File: src/rtl/evq_pkg.sv
package evq_pkg;
    typedef enum logic [1:0] {
        Q_EMPTY   = 2'd0,
        Q_PARTIAL = 2'd1,
        Q_FULL    = 2'd2
    } occ_t;
endpackage

File: src/rtl/evq_filter.sv
module evq_filter (
    input  logic push_valid,
    input  logic push_is_gpi,
    input  logic gpi_lock_mode,
    input  logic lock_active,
    output logic push_acc
);
    logic gpi_blocked;

    always_comb begin
        gpi_blocked = push_is_gpi && gpi_lock_mode && lock_active;
        push_acc    = push_valid && !gpi_blocked;
    end
endmodule

File: src/rtl/evq_ctrl.sv
module evq_ctrl #(
    parameter int DEPTH = 10,
    localparam int CNT_W = $clog2(DEPTH + 1)
) (
    input  logic             clk,
    input  logic             rst_n,
    input  logic             push_acc,
    input  logic             pop_req,
    input  logic             cfg_overwrite,
    input  logic             ovf_clear,
    output logic [CNT_W-1:0] count,
    output logic             is_empty,
    output logic             is_full,
    output logic             ovf_flag,
    output logic             do_read,
    output logic             do_write,
    output logic             do_evict
);
    import evq_pkg::*;

    localparam logic [CNT_W-1:0] CNT_MAX  = CNT_W'(DEPTH);
    localparam logic [CNT_W-1:0] CNT_LAST = CNT_W'(DEPTH - 1);
    localparam logic [CNT_W-1:0] CNT_ONE  = CNT_W'(1);

    occ_t             state_q, state_d;
    logic [CNT_W-1:0] cnt_q, cnt_d;
    logic             space, ovf_evt;

    // operation decode: pop is taken before push
    always_comb begin
        do_read  = pop_req && (state_q != Q_EMPTY);
        space    = (state_q != Q_FULL) || do_read;
        do_write = push_acc && (space || cfg_overwrite);
        do_evict = push_acc && !space && cfg_overwrite;
        ovf_evt  = push_acc && !space;
        cnt_d    = cnt_q;
        if (do_read)
            cnt_d = cnt_d - CNT_ONE;
        if (do_write && !do_evict)
            cnt_d = cnt_d + CNT_ONE;
    end

    // next-state logic with named transitions
    always_comb begin
        state_d = state_q;
        unique case (state_q)
            Q_EMPTY: begin
                if (do_write)
                    state_d = Q_PARTIAL;                  // FILL_FIRST
            end
            Q_PARTIAL: begin
                if (cnt_q == CNT_LAST && do_write && !do_read)
                    state_d = Q_FULL;                     // FILL_LAST
                else if (cnt_q == CNT_ONE && do_read && !do_write)
                    state_d = Q_EMPTY;                    // DRAIN_LAST
            end
            Q_FULL: begin
                if (do_read && !do_write)
                    state_d = Q_PARTIAL;                  // DRAIN_FIRST
            end
            default: state_d = Q_EMPTY;
        endcase
    end

    // state register
    always_ff @(posedge clk or negedge rst_n) begin
        if (!rst_n) begin
            state_q  <= Q_EMPTY;
            cnt_q    <= '0;
            ovf_flag <= 1'b0;
        end else begin
            state_q <= state_d;
            cnt_q   <= cnt_d;
            if (ovf_evt)
                ovf_flag <= 1'b1;
            else if (ovf_clear)
                ovf_flag <= 1'b0;
        end
    end

    // outputs
    always_comb begin
        count    = cnt_q;
        is_empty = (state_q == Q_EMPTY);
        is_full  = (state_q == Q_FULL);
    end

    AST_EMPTY_FLAG: assert property (@(posedge clk) disable iff (!rst_n)
        is_empty == (cnt_q == '0));
    AST_FULL_FLAG: assert property (@(posedge clk) disable iff (!rst_n)
        is_full == (cnt_q == CNT_MAX));
    AST_COUNT_MAX: assert property (@(posedge clk) disable iff (!rst_n)
        cnt_q <= CNT_MAX);
    AST_DROP_HOLD: assert property (@(posedge clk) disable iff (!rst_n)
        (is_full && push_acc && !pop_req && !cfg_overwrite) |=> (cnt_q == CNT_MAX));
    AST_EVICT_HOLD: assert property (@(posedge clk) disable iff (!rst_n)
        (is_full && push_acc && !pop_req && cfg_overwrite) |=> (cnt_q == CNT_MAX));
    AST_OVF_SET: assert property (@(posedge clk) disable iff (!rst_n)
        (is_full && push_acc && !pop_req) |=> ovf_flag);
    AST_NO_OVERFLOW: assert property (@(posedge clk) disable iff (!rst_n)
        (is_full && push_acc && pop_req && !ovf_flag) |=> !ovf_flag);
    AST_POP_EMPTY_CNT: assert property (@(posedge clk) disable iff (!rst_n)
        (is_empty && pop_req && !push_acc) |=> (cnt_q == '0));
endmodule

File: src/rtl/evq_store.sv
module evq_store #(
    parameter int DEPTH = 10,
    parameter int EVT_W = 8,
    localparam int PTR_W = $clog2(DEPTH)
) (
    input  logic             clk,
    input  logic             rst_n,
    input  logic             pop_req,
    input  logic             do_read,
    input  logic             do_write,
    input  logic             do_evict,
    input  logic [EVT_W-1:0] wr_code,
    output logic [EVT_W-1:0] rd_code
);
    localparam logic [PTR_W-1:0] PTR_LAST = PTR_W'(DEPTH - 1);

    logic [EVT_W-1:0] mem [DEPTH];
    logic [PTR_W-1:0] wr_ptr, rd_ptr;

    function automatic logic [PTR_W-1:0] ptr_inc(input logic [PTR_W-1:0] p);
        return (p == PTR_LAST) ? '0 : p + PTR_W'(1);
    endfunction

    always_ff @(posedge clk or negedge rst_n) begin
        if (!rst_n) begin
            wr_ptr  <= '0;
            rd_ptr  <= '0;
            rd_code <= '0;
        end else begin
            if (pop_req)
                rd_code <= do_read ? mem[rd_ptr] : '0;
            if (do_read || do_evict)
                rd_ptr <= ptr_inc(rd_ptr);
            if (do_write)
                wr_ptr <= ptr_inc(wr_ptr);
        end
    end

    always_ff @(posedge clk) begin
        if (do_write)
            mem[wr_ptr] <= wr_code;
    end

    AST_POP_EMPTY_ZERO: assert property (@(posedge clk) disable iff (!rst_n)
        (pop_req && !do_read) |=> (rd_code == '0));
    AST_PTR_RANGE: assert property (@(posedge clk) disable iff (!rst_n)
        (rd_ptr <= PTR_LAST) && (wr_ptr <= PTR_LAST));
    AST_READ_EXCL: assert property (@(posedge clk) disable iff (!rst_n)
        !(do_read && do_evict));
endmodule

File: src/rtl/evq_top.sv
module evq_top #(
    parameter int DEPTH = 10,
    parameter int EVT_W = 8,
    localparam int CNT_W = $clog2(DEPTH + 1)
) (
    input  logic             clk,
    input  logic             rst_n,
    input  logic             cfg_overwrite,
    input  logic             cfg_gpi_lock_mode,
    input  logic             lock_active,
    input  logic             push_valid,
    input  logic [EVT_W-1:0] push_code,
    input  logic             push_is_gpi,
    input  logic             pop_req,
    input  logic             ovf_clear,
    output logic [EVT_W-1:0] pop_code,
    output logic [CNT_W-1:0] count,
    output logic             empty,
    output logic             full,
    output logic             overflow
);
    logic push_acc, do_read, do_write, do_evict;

    evq_filter u_filter (
        .push_valid    (push_valid),
        .push_is_gpi   (push_is_gpi),
        .gpi_lock_mode (cfg_gpi_lock_mode),
        .lock_active   (lock_active),
        .push_acc      (push_acc)
    );

    evq_ctrl #(.DEPTH(DEPTH)) u_ctrl (
        .clk           (clk),
        .rst_n         (rst_n),
        .push_acc      (push_acc),
        .pop_req       (pop_req),
        .cfg_overwrite (cfg_overwrite),
        .ovf_clear     (ovf_clear),
        .count         (count),
        .is_empty      (empty),
        .is_full       (full),
        .ovf_flag      (overflow),
        .do_read       (do_read),
        .do_write      (do_write),
        .do_evict      (do_evict)
    );

    evq_store #(.DEPTH(DEPTH), .EVT_W(EVT_W)) u_store (
        .clk      (clk),
        .rst_n    (rst_n),
        .pop_req  (pop_req),
        .do_read  (do_read),
        .do_write (do_write),
        .do_evict (do_evict),
        .wr_code  (push_code),
        .rd_code  (pop_code)
    );

    AST_GPI_BLOCK: assert property (@(posedge clk) disable iff (!rst_n)
        (push_valid && push_is_gpi && cfg_gpi_lock_mode && lock_active && !pop_req)
        |=> $stable(count));
    AST_KEY_STORED: assert property (@(posedge clk) disable iff (!rst_n)
        (push_valid && !push_is_gpi && !full && !pop_req) |=> (count != '0));
endmodule

File: config.mk
export PLATFORM = sky130hd
export DESIGN_NAME = evq_top
export DESIGN_NICKNAME = d
export VERILOG_FILES = /design/src/rtl/evq_pkg.sv /design/src/rtl/evq_filter.sv /design/src/rtl/evq_ctrl.sv /design/src/rtl/evq_store.sv /design/src/rtl/evq_top.sv
export SDC_FILE = /design/constraint.sdc
export NUM_CORES = 1
export LEC_CHECK = 0
export ABC_CLOCK_PERIOD_IN_PS = 3300
export CAP_MARGIN = 10
export CORE_MARGIN = 1.5
export CORE_UTILIZATION = 40
export DETAILED_ROUTE_END_ITERATION = 8
export GPL_ROUTABILITY_DRIVEN = 0
export GPL_TIMING_DRIVEN = 1
export SLEW_MARGIN = 20
export SYNTH_ARGS = -nofsm -noshare
export SYNTH_HDL_FRONTEND = slang
export SYNTH_SLANG_ARGS = --single-unit
File: constraint.sdc
create_clock -name clk -period 3.3 [get_ports clk]
set_clock_uncertainty 0.15 [all_clocks]
set_input_delay 0.66 -clock clk [delete_from_list [all_inputs] [get_ports clk]]
set_output_delay 0.66 -clock clk [all_outputs]
set_load 0.01 [all_outputs]
**Word level (Yosys, flattened, before mapping)**

Memory sizes are Yosys's and may differ from the RTL's.
Index checks and enable logic that the tools add are counted.

- Memories: 1
- Output and inout bits: 15
- Word-level logic and storage cells: 60
- Bits in registers: 23
- Memory bits (writable): 80
- Input bits: 17

- Muxes and demuxes: 14
- Equal/unequal tests: 10
- Reduce and logical (&&, ||, !) cells: 25
- Add/subtract/negate cells: 4

Memory list:

| name | depth | width | read ports | clocked after memory_dff | wr ports | RTL line | text |
|---|---|---|---|---|---|---|---|
| u_store.mem | 10 | 8 | 1 | 0 | 1 | evq_store.sv:17 | `logic [EVT_W-1:0] mem [DEPTH];` |

Operator list:

| operator | count |
|---|---|
| $mux W4 | 4 |
| $logic_and A1 B1 Y1 | 13 |
| $add A4 B1 Y4 const B | 3 |
| $eq A4 B4 Y1 const B | 3 |
| $mux W2 | 4 |
| $mux W8 | 1 |
| $pmux W2 S3 | 1 |
| $logic_not A1 Y1 | 5 |
| $eq A4 B1 Y1 const B | 1 |
| $mux W1 | 4 |
| $ne A2 B1 Y1 const B | 2 |
| $reduce_bool A2 Y1 | 2 |
| $sub A4 B1 Y4 const B | 1 |
| $logic_or A1 B1 Y1 | 3 |
| $ne A3 B1 Y1 const B | 1 |
| $reduce_and A3 Y1 | 1 |
| $eq A2 B1 Y1 const B | 1 |
| $eq A2 B2 Y1 const B | 1 |
| $logic_not A2 Y1 | 1 |
| $ne A2 B2 Y1 const B | 1 |

**Longest topological paths before layout**

Gate-level depths: netlist of the first run.

- Word-level depth: 10
- Gate-level depth with buffers: 7
- Mapped depth without buffers: 6

**Cells and area by module**

From an unflattened synthesis of the first run, not the netlist that was laid out.

- Cell total of the unflattened synthesis: 288
- Area total of the unflattened synthesis: 4411.7 um2

Modules (own cells, without submodules):

| module | sequential area each (um2) | area each (um2) | cells each | instances |
|---|---|---|---|---|
| evq_store | 2802.7 | 3827.4 | 226 | 1 |
| evq_ctrl | 175.2 | 574.3 | 60 | 1 |
| evq_filter | 0.0 | 10.0 | 2 | 1 |

**Least setup slack after synthesis of the first run**

Ideal clock, no wire load.

- Path type: in2reg
- Start point: input push_is_gpi
- End point: memory u_store.mem[0][0] (enable)
- Buffers on the path: 0
- Arrival: 2004 ps
- Stages: 4
- Path slack: 762 ps
- Data required time: 2767 ps
- Setup time: 383 ps
- Cells stage by stage: nand3_1 nand3_1 or3_1 nor3_1

- Word-level cells in the longest chain between the ends: 7

Ends and longest elaborated chain:

| what | RTL line | text |
|---|---|---|
| from (decl) | evq_top.sv:13 | `input logic push_is_gpi,` |
| $logic_and A1 B1 Y1 (2 in series) | evq_filter.sv:11 | `gpi_blocked = push_is_gpi && gpi_lock_mode && lock_active;` |
| $logic_not A1 Y1 | evq_filter.sv:12 | `push_acc = push_valid && !gpi_blocked;` |
| $logic_and A1 B1 Y1 | evq_filter.sv:12 |  |
| $logic_and A1 B1 Y1 | evq_ctrl.sv:33 | `do_write = push_acc && (space \|\| cfg_overwrite);` |
| $mux W1 | evq_store.sv:40 | `if (do_write)` |
| $mux W1 (not written as such) | evq_store.sv:41 | `mem[wr_ptr] <= wr_code;` |
| to (decl) | evq_store.sv:17 |  |

No other way between the ends.

**Final worst setup path of the first run**

- Start point: register u_ctrl.state_q[0]
- End point: output empty

- Word-level cells in the longest chain between the ends: 1

Ends and longest elaborated chain:

| what | RTL line | text |
|---|---|---|
| from (decl) | evq_ctrl.sv:25 | `occ_t state_q, state_d;` |
| from (signal assigned) | evq_ctrl.sv:72 | `state_q <= state_d;` |
| $logic_not A2 Y1 | evq_ctrl.sv:84 | `is_empty = (state_q == Q_EMPTY);` |
| to (decl) | evq_top.sv:18 | `output logic empty,` |

No other way between the ends.

==> results of run 1 <==
logic make-up (layout without fill, tap and decap cells):
| logic type | after synthesis | in the layout | share of synthesized area [%] |
|---|---|---|---|
| AOI/OAI and AO/OA | 20 | 20 | 3.13 |
| DFF | 103 | 103 | 70.2 |
| and+or+nand+nor | 56 | 56 | 7.43 |
| xor gates and xnor gates | 10 | 10 | 2.06 |
| muxes | 28 | 28 | 13.8 |
| adders and majority gates | 3 | 3 | 0.885 |
| buffers and inverters | 25 | 71 | 2.56 |
metal layers:
metal | up-vias | GRT usage (%) | wire length (um)
met4 | 0 | 4.92 | 89
met1 | 1128 | 21.2 | 3560
met2 | 46 | 22.9 | 3680
li1 | 1032 | - | -
met5 | - | 0 | 0
met3 | 6 | 3.37 | 378
stage by stage:
| step | std cells | power, mW | cell area (um2) |
|---|---|---|---|
| floorplan | 245 | 2.74 | 4240 |
| global placement | 411 | 3.16 | 4750 |
| detailed placement | 411 | 3.18 | 4750 |
| CTS | 427 | 3.91 | 4930 |
| global route | 427 | 4.10 | 4940 |
| finish | 427 | 3.86 | 4940 |
path summary, 6_finish.rpt:
path / slack, ns / startpoint / depth (start not counted) / end
min in group asynchronous: 0.50 / rst_n / 2 / u_store.rd_code[2]$_DFFE_PN0P_
setup / recovery: 0.62 / u_ctrl.state_q[0]$_DFFE_PN0P_ / 2 / empty
hold / removal: 0.36 / u_store.rd_code[4]$_DFFE_PN0P_ / 2 / u_store.rd_code[4]$_DFFE_PN0P_
hold reg to reg: 0.36 / u_store.rd_code[4]$_DFFE_PN0P_ / 2 / u_store.rd_code[4]$_DFFE_PN0P_
max in group asynchronous: 2.25 / rst_n / 2 / u_ctrl.state_q[0]$_DFFE_PN0P_
setup reg to reg: 1.00 / u_store.rd_ptr[2]$_DFFE_PN0P_ / 4 / u_store.rd_code[7]$_DFFE_PN0P_
flip-flops by register name, summed over array words and instances (netlist names):
signal           cells
u_store.rd_ptr       4
u_store.wr_ptr       4
u_store.mem         80
u_ctrl.ovf_flag      1
u_ctrl.count         4
u_ctrl.state_q       2
u_store.rd_code      8
cell type report:
cell class | count | area (um2) | area share, %
timing repair buffer | 42 | 393 | 7.96
multi-input combinational | 117 | 1170 | 23.6
inverter | 13 | 48.8 | 0.988
tap | 136 | 170 | 3.45
clock inverter | 6 | 53.8 | 1.09
clock buffer | 10 | 128 | 2.58
sequential | 103 | 2980 | 60.3
tightest hold or removal path: stages (launching register included):
cell and delay (ns):
sky130_fd_sc_hd__dfrtp_1 0.39, sky130_fd_sc_hd__inv_1 0.05, sky130_fd_sc_hd__o21ai_1 0.05
power groups by stage:
| stage | registers, mW | clock network [mW] | logic (mW) |
|---|---|---|---|
| after floorplan | 1.80 | 0 | 0.942 |
| after CTS | 1.89 | 0.749 | 1.27 |
| after global routing | 1.92 | 0.804 | 1.38 |
| final | 1.88 | 0.730 | 1.24 |
| after detailed placement | 1.92 | 0 | 1.27 |
| after global placement | 1.91 | 0 | 1.25 |
placed cells by master, fill, tap and decap left out, types with 6 or more instances in the layout:
master                            instances
sky130_fd_sc_hd__nand2_1                  6
sky130_fd_sc_hd__nand3b_1                 8
sky130_fd_sc_hd__clkbuf_8                 9
sky130_fd_sc_hd__dfrtp_1                 23
sky130_fd_sc_hd__nor2_1                  11
sky130_fd_sc_hd__buf_4                   11
sky130_fd_sc_hd__edfxtp_1                80
sky130_fd_sc_hd__inv_1                   13
sky130_fd_sc_hd__clkdlybuf4s50_1         31
sky130_fd_sc_hd__nand3_1                  7
sky130_fd_sc_hd__o21ai_1                  7
sky130_fd_sc_hd__mux4_2                  24
==> summary.txt, run 1 <==
Synth
  • Top cells by instance count after synthesis: sky130_fd_sc_hd__edfxtp_1, sky130_fd_sc_hd__mux4_2, sky130_fd_sc_hd__dfrtp_1, sky130_fd_sc_hd__inv_1, sky130_fd_sc_hd__nor2_1
  • Synth top area share: 56.6%
  • Share of flip-flops with an asynchronous set or reset: 22.3%
  • Top cells by area, synth: sky130_fd_sc_hd__edfxtp_1, sky130_fd_sc_hd__dfrtp_1, sky130_fd_sc_hd__mux4_2
  • Distinct cell type count of the synthesized netlist: 40
  • Most instantiated flip-flop cell in the synthesis netlist: sky130_fd_sc_hd__edfxtp_1
  • Number of synthesized register bits: 103
  • Cell with the most instances after synthesis: sky130_fd_sc_hd__edfxtp_1
  • Netlist Area Pre-Place: 0.00424 mm2
  • Total nets after synthesis: between 200 and 300
  • Syn Inst Count: about 250
  • Average size of a mapped cell: approximately 17 um2
  • Sequential element share of the synthesized area: 70.2%
  • EDFF count, synth: 80
  • Warning count from the yosys run: 0
  • Leading area contributor after synthesis: sky130_fd_sc_hd__edfxtp_1

Pwr
  • Maximum vdd ir drop: ~370 uV
  • Part of the total power dissipated in the clock network: between 10% and 20%
  • Share of power burned in combinational logic: around a third
  • Part of the total power dissipated in sequential elements: between 40% and 50%
  • Power density relative to cell area: 781 mW/mm2
  • Lkg Pwr: about 1.7 nW
  • Internal: around 2.6 mW
  • Total net switching power: ~1.2 mW
  • Switching part of the total power: 31.7%

Routing
  • Mean routed wirelength per cell: 18.0 um
  • Post-detailed-route DRC marker count: 0
  • First drt pass iteration count: 4
  • Detail-routed via count per cell: about 5.2
  • Total routed wirelength: 7700 um
  • Antenna Violating Nets Remaining: 0
  • Vias after detailed routing: ~2200
  • Violation count after the first detailed-route iteration: around 120

Floorplan
  • I/O pins: 32
  • Horiz. Die Dim: 106 um
  • Die span in y: 106 um
  • Core ar.: 0.0103 mm2
  • Core Rows: 37
  • Effective utilization at floorplan: 41.1%
  • Total die area: 0.0112 mm2

Timing
  • Count of pins over their slew limit: 0
  • Unrepaired setup endpoints after global routing: false
  • Crit path setup slack, layout: 0.618 ns
  • Shortest period the worst path allows: ~2.7 ns
  • Total negative slack for setup checks: 0 ns
  • Crit share post-route: 81.3%
  • Final hold violation count: 0
  • Transition at the pin with the smallest max-transition slack: roughly 1 ns
  • Final Hold Slack: 0.361 ns
  • Final setup violation count: 0
  • Headroom to the max-slew limit: roughly 33%
  • Fmax: about 0.37 GHz

Clock tree
  • Count of hold-fix buffers inserted at cts: 0
  • H-tree Lvls: 3
  • Post-CTS clock slew at the launch and capture registers of the worst setup and hold paths: ~0.1 ns
  • Post-CTS Setup Bufs: 0
  • Clock latency of the later-clocked register in the worst-skew pair: ~0.37 ns
  • Clock tree root driver cell: sky130_fd_sc_hd__clkbuf_8
  • Number of clock sinks: between 100 and 150
  • Quantity of gates resized following cts: 0
  • Number of buffers added by the clock tree synthesis step: 9
  • TritonCTS clock tree: yes
  • Largest buffer count on any clock path: 2

Cells and area
  • Area Growth Syn to Fin: 16.3%
  • Diode insertion count for antenna repair: 0
  • Final nets: slightly above 300
  • Share of the core filled with cells: between 40 and 50%
  • Total of fill cells in the finished design: approximately 900
  • Share of post-route cells with drive strength above 1: between 10% and 20%

Global route
  • Pin count of the biggest net entering global routing: 24
  • Vias in the first global route: 2149
  • Global router's overall resource usage: 14.9%
  • Global-route wire length before repair: 12100 um
  • Initial antenna violation count: 0
  • Gr ovfl total: 0

Critical path
  • WP data required: ~2.5 ns
  • Delay of the slowest cell on the worst path: around 0.62 ns
  • Cell with the largest stage delay on the worst path: sky130_fd_sc_hd__clkdlybuf4s50_1
  • Arrival time of the worst setup path: ~1.9 ns
  • Crit end category: output port
  • Type of the setup path with the least slack: reg -> out
  • Buffers plus inverters on the worst setup path: 1
  • Worst-path cell chain: nor2_1, clkdlybuf4s50_1
  • Top Family by Delay on Critical Path: buffers and inverters
  • Type of element launching the critical path: register
  • Max FO, Critical Path: 10

Place
  • Setup slack at placement: 0.345 ns
  • DP Wirelength: slightly above 5000 um
  • Number of buffer cells added on primary ports: 31

Run status
  • Status: finished clean

Min path
  • Hold crit path type: reg -> reg

Flow run
  • MaxCap Viol Count: 0
Note: power is estimated with default switching activity, not from simulation.
==> inputs of run 2 (changes only) <==
- ABC_CLOCK_PERIOD_IN_PS: 3300 -> 2800
- clock period: 3.3 -> 2.8 ns (I/O delays scaled with it)
==> run 2 against run 1 <==
  * Critical path depth unchanged
  * Non-clock buffer count rose by 7
  * Setup slack worse by 0.26 ns
  * Largest power group unchanged
==> summary.txt, run 2 (synthesis gave the netlist of run 1 again) <==
Run status
  • Status: finished clean

Critical path
  • Arrival time of the worst setup path: 1.73 ns (-0.14 ns)
  • Buffers plus inverters on the worst setup path: 1 (unchanged)
  • Delay of the slowest cell on the worst path: 0.59 ns (-0.03 ns)
  • Top Family by Delay on Critical Path: buffers and inverters
  • Type of element launching the critical path: register
  • Crit end category: output port
  • Worst-path cell chain: nor2b_1, clkdlybuf4s50_1
  • Cell with the largest stage delay on the worst path: sky130_fd_sc_hd__clkdlybuf4s50_1
  • WP data required: 2.09 ns (-0.40 ns)
  • Type of the setup path with the least slack: reg -> out
  • Max FO, Critical Path: 10 (unchanged)

Clock tree
  • Count of hold-fix buffers inserted at cts: 0 (unchanged)
  • Clock latency of the later-clocked register in the worst-skew pair: 0.37 ns (about the same)
  • Quantity of gates resized following cts: 0 (unchanged)
  • H-tree Lvls: 3 (unchanged)
  • Post-CTS Setup Bufs: 0 (unchanged)
  • Clock tree root driver cell: sky130_fd_sc_hd__clkbuf_8
  • Number of buffers added by the clock tree synthesis step: 9 (unchanged)
  • Number of clock sinks: 103 (unchanged)
  • Largest buffer count on any clock path: 2 (unchanged)
  • TritonCTS clock tree: yes
  • Post-CTS clock slew at the launch and capture registers of the worst setup and hold paths: 0.11 ns (about the same)

Cells and area
  • Number of flip-flops under the largest register name: 80 (unchanged)
  • Total of fill cells in the finished design: 862 (-4.5%)
  • Register area: 0.00298 mm2 (unchanged)
  • Diode insertion count for antenna repair: 0 (unchanged)
  • Area Growth Syn to Fin: 18.2%
  • Top Registers: u_store.mem (80), u_store.rd_code (8)
  • Share of the core filled with cells: 48.6% (+0.79 points)
  • Most common library cell in the layout ignoring fill and taps: sky130_fd_sc_hd__edfxtp_1
  • Share of post-route cells with drive strength above 1: 21.8% (+1.9 points)
  • Final nets: 313 (+2.3%)
  • Leading cell types in the layout, fill and taps excluded: sky130_fd_sc_hd__edfxtp_1, sky130_fd_sc_hd__clkdlybuf4s50_1, sky130_fd_sc_hd__mux4_2, sky130_fd_sc_hd__dfrtp_1, sky130_fd_sc_hd__buf_4
  • Area occupied by multi-input gates: 0.00116 mm2 (-0.21%)
  • Reg with most FFs: u_store.mem

Routing
  • Violation count after the first detailed-route iteration: 87 (-24%)
  • Vias after detailed routing: 2222 (+0.45%)
  • First drt pass iteration count: 4 (unchanged)
  • Mean routed wirelength per cell: 18.3 um (+1.4%)
  • Total routed wirelength: 7930 um (+3.0%)
  • Post-detailed-route DRC marker count: 0 (unchanged)
  • Detail-routed via count per cell: 5.12 (-1.2%)
  • Antenna Violating Nets Remaining: 0 (unchanged)

Timing
  • Final hold violation count: 0 (unchanged)
  • Total negative slack for setup checks: 0 ns (unchanged)
  • Final Hold Slack: 0.363 ns (+0.00202 ns)
  • Count of pins over their slew limit: 0 (unchanged)
  • Crit share post-route: between 80% and 90%
  • Fmax: 0.410 GHz
  • Transition at the pin with the smallest max-transition slack: 0.937 ns (-0.0607 ns)
  • Headroom to the max-slew limit: 37.3% (+4.1 points)
  • Crit path setup slack, layout: 0.361 ns (-0.257 ns)
  • Final setup violation count: 0 (unchanged)
  • Shortest period the worst path allows: between 2 and 2.5 ns
  • Unrepaired setup endpoints after global routing: false

Global route
  • Vias in the first global route: 2244 (+4.4%)
  • Gr ovfl total: 0 (unchanged)
  • Most used routing layer: met2
  • Initial antenna violation count: 0 (unchanged)
  • Met2 Usage GRT: 25.5% (+2.6 points)
  • Grt met3 use: 3.37% (unchanged)
  • Global-route wire length before repair: 12800 um (+5.6%)
  • Global router's overall resource usage: 15.6% (+0.64 points)
  • Met1 track demand over resource: 20.9% (-0.33 points)
  • Pin count of the biggest net entering global routing: 24 (unchanged)

Place
  • DP Wirelength: 5370 um (+3.5%)
  • Setup slack at placement: 0.0523 ns (-0.293 ns)
  • Number of buffer cells added on primary ports: 31 (unchanged)

Min path
  • Hold crit path type: reg -> reg

Floorplan
  • Horiz. Die Dim: 106 um (unchanged)
  • I/O pins: 32 (unchanged)
  • Core ar.: 0.0103 mm2 (unchanged)
  • Total die area: 0.0112 mm2 (unchanged)
  • Core Rows: 37 (unchanged)
  • Die span in y: 106 um (unchanged)
  • Effective utilization at floorplan: 41.1% (unchanged)

Pwr
  • Lkg Pwr: 1.73 nW (+3.2%)
  • Maximum vdd ir drop: 382 uV (+3.0%)
  • Power density relative to cell area: 938 mW/mm2 (+20%)

Flow run
  • MaxCap Viol Count: 0 (unchanged)
==> run 2: worst paths after layout <==
kind	start	endpoint	slack [ns]	cells after the start
worst max-delay path	u_ctrl.state_q[1]$_DFFE_PN0P_	full	0.36	2
worst min-delay path	u_store.rd_code[6]$_DFFE_PN0P_	u_store.rd_code[6]$_DFFE_PN0P_	0.36	2
worst max register to register	u_store.rd_ptr[2]$_DFFE_PN0P_	u_store.rd_code[7]$_DFFE_PN0P_	0.51	4
worst min register to register	u_store.rd_code[6]$_DFFE_PN0P_	u_store.rd_code[6]$_DFFE_PN0P_	0.36	2
max in group asynchronous	rst_n	u_store.wr_ptr[2]$_DFFE_PN0P_	1.86	2
min in group asynchronous	rst_n	u_store.rd_code[0]$_DFFE_PN0P_	0.39	2
==> run 2: worst min-delay path, cell delays in order (launching register included) <==
cell and delay, ns:
sky130_fd_sc_hd__dfrtp_1 0.39, sky130_fd_sc_hd__inv_1 0.05, sky130_fd_sc_hd__o21ai_1 0.05
==> run 2: final cells by class <==
class	instances	share of cell area [%]
Clock buffer	9	2.47
Clock inverter	7	1.77
Inverter	13	0.972
Multi-Input combinational cell	117	23.2
Sequential cell	103	59.3
Tap cell	136	3.39
Timing Repair Buffer	49	8.88
==> run 2: power by group <==
group / total [mW] / switching, mW / leakage, nW / internal (mW)
sequential: 2.22 / 0.302 / 0.999 / 1.92
combinational: 1.52 / 0.640 / 0.627 / 0.878
clock: 0.971 / 0.538 / 0.109 / 0.434
total: 4.71 / 1.48 / 1.73 / 3.23
==> run 2: layer usage <==
metal  part of all wire (%)  vias up
met5                      0        -
met2                     50       56
li1                       -     1047
met4                    1.2        0
met3                    4.2        9
met1                     45     1110
==> run 2: through the flow <==
| step | cells | cell area (um2) | power (mW) |
|---|---|---|---|
| 2_1_floorplan | 245 | 4240 | 3.23 |
| 3_3_place_gp | 418 | 4810 | 3.78 |
| 3_5_place_dp | 418 | 4810 | 3.80 |
| 4_1_cts | 434 | 5020 | 4.77 |
| 5_1_grt | 434 | 5020 | 4.99 |
| 6_report | 434 | 5020 | 4.71 |
==> inputs of run 3 (changes only) <==
- SKIP_CTS_REPAIR_TIMING: unset -> 1
==> results of run 3 <==
The final DEF is identical to that of run 2; final timing and power are the same.
